**config.mk**
```make
export PLATFORM = sky130hd
export DESIGN_NAME = irq_ack_arbiter
export DESIGN_NICKNAME = d
export VERILOG_FILES = /design/src/rtl/irq_ack_pkg.sv /design/src/rtl/irq_code_bank.sv /design/src/rtl/irq_contend.sv /design/src/rtl/irq_vec_select.sv /design/src/rtl/irq_ack_arbiter.sv
export SDC_FILE = /design/constraint.sdc
export NUM_CORES = 1
export LEC_CHECK = 0
export CAP_MARGIN = 15
export CORE_ASPECT_RATIO = 2
export CORE_MARGIN = 2
export CORE_UTILIZATION = 35
export CTS_BUF_LIST = sky130_fd_sc_hd__clkbuf_8
export DETAILED_ROUTE_END_ITERATION = 6
export GPL_TIMING_DRIVEN = 0
export SLEW_MARGIN = 20
export SYNTH_ARGS = -nofsm -noshare
export SYNTH_HDL_FRONTEND = slang
export SYNTH_SLANG_ARGS = --single-unit
```
**constraint.sdc**
```tcl
create_clock -name clk -period 3.4 [get_ports clk]
set_clock_uncertainty 0.1 [all_clocks]
set_input_delay 0.51 -clock clk [delete_from_list [all_inputs] [get_ports clk]]
set_output_delay 0.51 -clock clk [all_outputs]
set_load 0.05 [all_outputs]
```
**src/rtl/irq_ack_pkg.sv**
```systemverilog
package irq_ack_pkg;
  localparam int LVL_W = 3;
  localparam int VEC_W = 8;
  localparam logic [VEC_W-1:0] SPUR_VEC  = 8'h18;
  localparam logic [VEC_W-1:0] AUTO_BASE = 8'h10;

  typedef enum logic [1:0] {ST_IDLE, ST_RUN, ST_FIN} ack_st_e;

  function automatic logic [VEC_W:0] vec_to_addr(input logic [VEC_W-1:0] v);
    return {v, 1'b0};
  endfunction

  function automatic logic [VEC_W-1:0] auto_vec(input logic [LVL_W-1:0] lvl);
    return AUTO_BASE + VEC_W'(lvl);
  endfunction
endpackage

```
**src/rtl/irq_code_bank.sv**
```systemverilog
module irq_code_bank #(
  parameter int NSRC    = 6,
  parameter int ARB_W   = 4,
  parameter int SYS_IDX = 0,
  parameter int IDX_W   = 3
) (
  input  logic                    clk,
  input  logic                    rst_n,
  input  logic                    we,
  input  logic [IDX_W-1:0]        sel,
  input  logic [ARB_W-1:0]        wdata,
  output logic [NSRC*ARB_W-1:0]   codes
);
  for (genvar g = 0; g < NSRC; g++) begin : g_code
    localparam logic [ARB_W-1:0] RST_VAL = (g == SYS_IDX) ? {ARB_W{1'b1}} : '0;
    logic [ARB_W-1:0] code_q;
    always_ff @(posedge clk or negedge rst_n) begin
      if (!rst_n)                             code_q <= RST_VAL;
      else if (we && (sel == IDX_W'(g)))      code_q <= wdata;
    end
    assign codes[g*ARB_W +: ARB_W] = code_q;
  end
endmodule

```
**src/rtl/irq_contend.sv**
```systemverilog
module irq_contend #(
  parameter int NSRC  = 6,
  parameter int ARB_W = 4,
  localparam int BIT_W = (ARB_W > 1) ? $clog2(ARB_W) : 1
) (
  input  logic                  clk,
  input  logic                  rst_n,
  input  logic                  load,
  input  logic                  step,
  input  logic [NSRC-1:0]       load_mask,
  input  logic [NSRC*ARB_W-1:0] load_codes,
  output logic [NSRC-1:0]       alive,
  output logic                  last_bit
);
  logic [ARB_W-1:0] snap [NSRC];
  logic [BIT_W-1:0] ptr;
  logic [NSRC-1:0]  cur_bits;
  logic [NSRC-1:0]  drop_mask;
  logic             bus_bit;

  for (genvar g = 0; g < NSRC; g++) begin : g_src
    always_ff @(posedge clk or negedge rst_n) begin
      if (!rst_n)    snap[g] <= '0;
      else if (load) snap[g] <= load_codes[g*ARB_W +: ARB_W];
    end
    assign cur_bits[g] = snap[g][ptr];
  end

  // wired-OR line: a 1 from any survivor dominates
  assign bus_bit   = |(alive & cur_bits);
  assign drop_mask = alive & ~cur_bits & {NSRC{bus_bit}};
  assign last_bit  = (ptr == '0);

  always_ff @(posedge clk or negedge rst_n) begin
    if (!rst_n) begin
      alive <= '0;
      ptr   <= '0;
    end else if (load) begin
      alive <= load_mask;
      ptr   <= BIT_W'(ARB_W - 1);
    end else if (step) begin
      alive <= alive & ~drop_mask;
      if (!last_bit) ptr <= ptr - 1'b1;
    end
  end
endmodule

```
**src/rtl/irq_vec_select.sv**
```systemverilog
module irq_vec_select import irq_ack_pkg::*; #(
  parameter int NSRC  = 6,
  parameter int IDX_W = 3
) (
  input  logic [NSRC-1:0]       alive,
  input  logic [NSRC*VEC_W-1:0] src_vec,
  input  logic                  berr,
  input  logic                  av,
  input  logic [LVL_W-1:0]      lvl,
  output logic [VEC_W-1:0]      vec,
  output logic [IDX_W-1:0]      idx,
  output logic                  hit,
  output logic                  spur,
  output logic                  dup
);
  logic [VEC_W-1:0] vecs [NSRC];
  logic             any;
  logic [IDX_W-1:0] first;

  for (genvar g = 0; g < NSRC; g++) begin : g_unpack
    assign vecs[g] = src_vec[g*VEC_W +: VEC_W];
  end

  always_comb begin
    any   = 1'b0;
    dup   = 1'b0;
    first = '0;
    for (int i = 0; i < NSRC; i++) begin
      if (alive[i]) begin
        if (any) dup = 1'b1;
        else     first = IDX_W'(i);
        any = 1'b1;
      end
    end
  end

  always_comb begin
    vec  = SPUR_VEC;
    idx  = '0;
    hit  = 1'b0;
    spur = 1'b1;
    if (!berr) begin
      if (any) begin
        vec  = vecs[first];
        idx  = first;
        hit  = 1'b1;
        spur = 1'b0;
      end else if (av) begin
        vec  = auto_vec(lvl);
        spur = 1'b0;
      end
    end
  end
endmodule

```
**src/rtl/irq_ack_arbiter.sv**
```systemverilog
module irq_ack_arbiter import irq_ack_pkg::*; #(
  parameter int NSRC    = 6,
  parameter int ARB_W   = 4,
  parameter int SYS_IDX = 0,
  localparam int IDX_W  = $clog2(NSRC)
) (
  input  logic                  clk,
  input  logic                  rst_n,
  input  logic                  cfg_we,
  input  logic [IDX_W-1:0]      cfg_sel,
  input  logic [ARB_W-1:0]      cfg_code,
  input  logic [NSRC-1:0]       src_req,
  input  logic [NSRC*LVL_W-1:0] src_lvl,
  input  logic [NSRC*VEC_W-1:0] src_vec,
  input  logic                  iack_start,
  input  logic [3:1]            iack_addr,
  input  logic                  autovec,
  input  logic                  bus_err,
  output logic                  done,
  output logic [IDX_W-1:0]      win_idx,
  output logic                  src_hit,
  output logic [VEC_W-1:0]      vec_num,
  output logic [VEC_W:0]        vec_addr,
  output logic                  spurious,
  output logic                  dup_err
);
  logic [NSRC*ARB_W-1:0] code_flat;
  ack_st_e               st;
  logic                  start_accept, busy, berr_seen, av_q, last_bit, step_en;
  logic [LVL_W-1:0]      lvl_q;
  logic [NSRC-1:0]       part_mask, surv_mask;
  logic [LVL_W-1:0]      ack_lvl;
  logic [VEC_W-1:0]      sel_vec;
  logic [IDX_W-1:0]      sel_idx;
  logic                  sel_hit, sel_spur, sel_dup, berr_now;

  assign ack_lvl      = iack_addr;
  assign start_accept = (st == ST_IDLE) && iack_start;
  assign busy         = (st != ST_IDLE);
  assign step_en      = (st == ST_RUN);
  assign berr_now     = berr_seen | bus_err;

  irq_code_bank #(.NSRC(NSRC), .ARB_W(ARB_W), .SYS_IDX(SYS_IDX), .IDX_W(IDX_W)) u_bank (
    .clk(clk), .rst_n(rst_n), .we(cfg_we), .sel(cfg_sel), .wdata(cfg_code), .codes(code_flat)
  );

  for (genvar g = 0; g < NSRC; g++) begin : g_part
    assign part_mask[g] = src_req[g]
                       && (src_lvl[g*LVL_W +: LVL_W] == ack_lvl)
                       && (code_flat[g*ARB_W +: ARB_W] != '0);
  end

  irq_contend #(.NSRC(NSRC), .ARB_W(ARB_W)) u_contend (
    .clk(clk), .rst_n(rst_n), .load(start_accept), .step(step_en),
    .load_mask(part_mask), .load_codes(code_flat), .alive(surv_mask), .last_bit(last_bit)
  );

  irq_vec_select #(.NSRC(NSRC), .IDX_W(IDX_W)) u_select (
    .alive(surv_mask), .src_vec(src_vec), .berr(berr_now), .av(av_q), .lvl(lvl_q),
    .vec(sel_vec), .idx(sel_idx), .hit(sel_hit), .spur(sel_spur), .dup(sel_dup)
  );

  always_ff @(posedge clk or negedge rst_n) begin
    if (!rst_n) begin
      st        <= ST_IDLE;
      lvl_q     <= '0;
      av_q      <= 1'b0;
      berr_seen <= 1'b0;
    end else begin
      unique case (st)
        ST_IDLE: if (start_accept) begin
          st        <= ST_RUN;
          lvl_q     <= ack_lvl;
          av_q      <= autovec;
          berr_seen <= bus_err;
        end
        ST_RUN: begin
          berr_seen <= berr_now;
          if (last_bit) st <= ST_FIN;
        end
        ST_FIN: begin
          berr_seen <= berr_now;
          st        <= ST_IDLE;
        end
        default: st <= ST_IDLE;
      endcase
    end
  end

  always_ff @(posedge clk or negedge rst_n) begin
    if (!rst_n) begin
      done     <= 1'b0;
      win_idx  <= '0;
      src_hit  <= 1'b0;
      vec_num  <= '0;
      vec_addr <= '0;
      spurious <= 1'b0;
      dup_err  <= 1'b0;
    end else begin
      done <= (st == ST_FIN);
      if (st == ST_FIN) begin
        win_idx  <= sel_idx;
        src_hit  <= sel_hit;
        vec_num  <= sel_vec;
        vec_addr <= vec_to_addr(sel_vec);
        spurious <= sel_spur;
        dup_err  <= sel_dup;
      end
    end
  end
endmodule

```
==> impl_metrics.ini <==
[yosys]
synth_area_leaders = dfrtp_1 (44%), nand2_1 (9.3%), mux2_2 (6.7%)
ys_seq_elements = 78
syn_avg_cell_area_um2 = 10.0
netlist.top_cell.by_area = dfrtp_1
synth_area_um2 = 4180
synth_cells = 416
synthArstFlopShare_pct = 100
yosysSeqAreaShare_pct = 46.9
yosys_warnings = 0
yosys.area.top_type_share_pct = 44.3
synth_flop_cell = dfrtp_1
syn_nets = 508
ys_types = 54
synth_edf_count = 0

[cts]
clkTransAtPathRegs_ps = 80
post_cts_resized = 0
clk_latency_ps = 360
cts_buffers = 9
cts-root-buf = clkbuf_8
cts_buffer_depth = 2
postCtsSetupBuffers = 0
cts_num_sinks = 78
htree_levels = 3
cts_tree = built

[global_route]
grt_usage_pct = 19.5
antenna_found_initial = 0
grt.overflow.total = 0
grt_pass1_wl_um = 18400
grt_max_degree = 53
first_global_vias = 3604

[worst_setup_path]
critPathMostFrequentCell = a31oi_1
critPathRequiredTime_ps = 3540
cp.arrival_ps = 3000
cp-startpoint = st[0]
worst_setup_path_end_kind = flop
critPathMaxFanout = 10
cpLargestDelayFamily = compound AO/OA/AOI/OAI gates
r2r_start = st[0]
reg2reg_slack_ps = 530
crit_chain = inv_1 -> ha_1 -> buf_2 -> clkinv_1 -> nor3_1 -> o21ai_0 -> a31oi_1 -> a31oi_1
slowest_delay_ps = 680
cpMaxStageDelayCell = nor3_1
path_buf_inv = 3
critPathLaunchType = flop
worstSetupPathType = flop to flop

[die]
fp.dieArea_um2 = 12900
row_count = 56
io_pins = 112
die_h_um = 158
core_area_um2 = 11700
die_width_um = 81.2
initial_utilization_pct = 35.7

[cells_and_area]
num_antenna_cells = 0
synthToLayoutAreaGrowth_pct = 35.3
postLayoutCellArea_um2 = 5650
final_cell_count_no_fill = 686
drive_gt1_share_pct = 13.3
fin_nets = 628

[power]
peakVddDrop_mv = 0.362
cellLeakagePower_nw = 2.58
p_clk_share_pct = 16.3
power_frac_seq_pct = 36.1
switching_power_mw = 1.64
swShare_pct = 40.9
p_comb_share_pct = 47.6
power.internal_mw = 2.37
powerDensity_nw_per_um2 = 711

[sta]
drv_slew = 0
rsz0062_at_grt = false
slew_headroom_pct = 23.1
finalCritPeriodShare_pct = 84.3
hold_ws_ps = 377
setup_viol = 0
hold_violations = 0
period_minus_slack_ps = 2870
worst_pin_slew_ps = 1140
max_clock_freq_mhz = 349

[worst_hold_path]
hold_path.class = flop to flop
worstHoldStart = u_contend.snap[2]

[routing]
wirelength_um = 11900
drt-initial-drc-count = 100
dr.pass1.iters = 5
ant_nets = 0
wire_per_inst_um = 17.4
drc = 0
vias = 3492
viasPerCell = 5.09

[place]
io_buffers = 107
dp_cells = 669
place_congestion = 0.831
dp_hpwl_um = 9520
place_area_um2 = 5450

[outcome]
run_status = finished, final reports clean

[flow_run]
max-cap-violations = 0
[metrics by stage]
| stage | utilization, % | power (mW) | setup WS (ps) | TNS, ps |
|---|---|---|---|---|
| final | 48.3 | 4.02 | 535 | 0 |
| after global routing | 48.3 | 4.30 | 231 | 0 |
| after CTS | 48.3 | 4.06 | 446 | 0 |
| after detailed placement | 46.6 | 3.39 | 468 | 0 |
| after global placement | 46.4 | 3.34 | -905 | -66390 |
| after floorplan | - | 2.76 | 1340 | 0 |
[repair_timing]
action                                 CTS  global route
endpoints found under the hold margin   26             0
hold buffers                             1             0
setup endpoints to repair                0             0
[sequential cells by signal, summed over array words and instances (netlist names)]
signal,flops
src_hit,1
vec_num,8
u_contend.ptr,2
berr_seen,1
spurious,1
u_contend.snap,24
win_idx,3
done,1
av_q,1
u_contend.alive,6
st,2
u_bank.g_code.code_q,24
lvl_q,3
dup_err,1
[worst paths after layout]
kind,depth (start not counted),to
max reg2reg,8,vec_num[3]
min reg2reg,2,u_contend.snap[2]
min,2,u_contend.snap[2]
min in group asynchronous,2,spurious
max,8,vec_num[3]
max in group asynchronous,3,u_bank.g_code[0].code_q[2]
[cells by family (layout without fill, tap and decap cells)]
kind of cell               Yosys count  count (layout)  share of synthesized area (%)
AOI/OAI and AO/OA                   59              59                           11.0
xor gates and xnor gates            19              19                           3.98
adders and majority gates            5               5                           1.44
buffers and inverters               40             165                           4.79
DFF                                 78              78                           46.9
muxes                               45              45                           13.6
other                                1               1                         0.0898
and+or+nand+nor                    169             169                           18.2
[area by class of cell]
type	count	area (um^2)
buffer	29	159
clock buffer	12	165
clock inverter	4	21.3
fill	1145	6050
inverter	11	41.3
multi-input combinational	298	2020
sequential	78	1960
tap	145	181
timing repair buffer	109	1110
[worst reg2reg max path, stage by stage, from the launching register on]
cell and delay, ps:
dfrtp_1 410, inv_1 90, ha_1 150, buf_2 200, clkinv_1 320, nor3_1 680, o21ai_0 450, a31oi_1 260
a31oi_1 100
[layer usage]
| metal | track usage [%] | vias up | share of wire [%] |
|---|---|---|---|
| li1 | - | 1682 | - |
| met1 | 18.1 | 1660 | 33 |
| met2 | 38.3 | 124 | 57 |
| met3 | 3.34 | 26 | 5.6 |
| met4 | 10.3 | 0 | 4.1 |
| met5 | 0 | - | 0 |
[Yosys cell counts (2+ instances only)]
cell / instances
buf_4: 9
mux4_1: 3
clkbuf_1: 11
nand2_1: 104
a22o_1: 2
o21a_1: 4
nor4_1: 12
inv_1: 10
a21oi_1: 14
and2_1: 3
dfstp_2: 4
o211a_1: 3
mux4_2: 3
a211o_1: 3
xnor2_1: 2
nand3_1: 14
a31oi_1: 3
nor3_1: 7
nor2_1: 12
nand2b_1: 6
xor2_1: 17
dfrtp_1: 74
ha_1: 4
o211ai_1: 6
mux2i_1: 13
o21bai_1: 2
o21ai_0: 5
nor4bb_1: 2
o2bb2ai_1: 2
nor4b_1: 2
o22a_1: 2
mux2_2: 25
buf_2: 6
o221ai_1: 3
o22ai_1: 5
[layout by cell type (no fill, tap or decap), types with 4 or more instances in the layout]
master	synthesis	routed
clkbuf_8	0	12
o211ai_1	6	6
mux2i_1	13	13
nor4_1	12	12
nand2b_1	6	6
o21ai_0	5	5
nand3_1	14	14
xor2_1	17	17
a21oi_1	14	14
nor2_1	12	12
o21a_1	4	4
dfstp_2	4	4
mux2_2	25	25
buf_2	6	6
nand2_1	104	104
o22ai_1	5	5
nor3_1	7	7
ha_1	4	4
inv_1	10	11
dfrtp_1	74	74
buf_4	9	10
clkbuf_1	11	11
clkdlybuf4s50_1	0	106
[power by group through the flow]
stage | logic, mW | clock network (mW) | registers [mW]
floorplan | 1.15 | 0 | 1.61
global placement | 1.90 | 0 | 1.45
finish | 1.91 | 0.654 | 1.45
detailed placement | 1.93 | 0 | 1.47
CTS | 1.94 | 0.673 | 1.45
global route | 2.10 | 0.712 | 1.49
No activity file was read; power rests on OpenSTA's default activity.
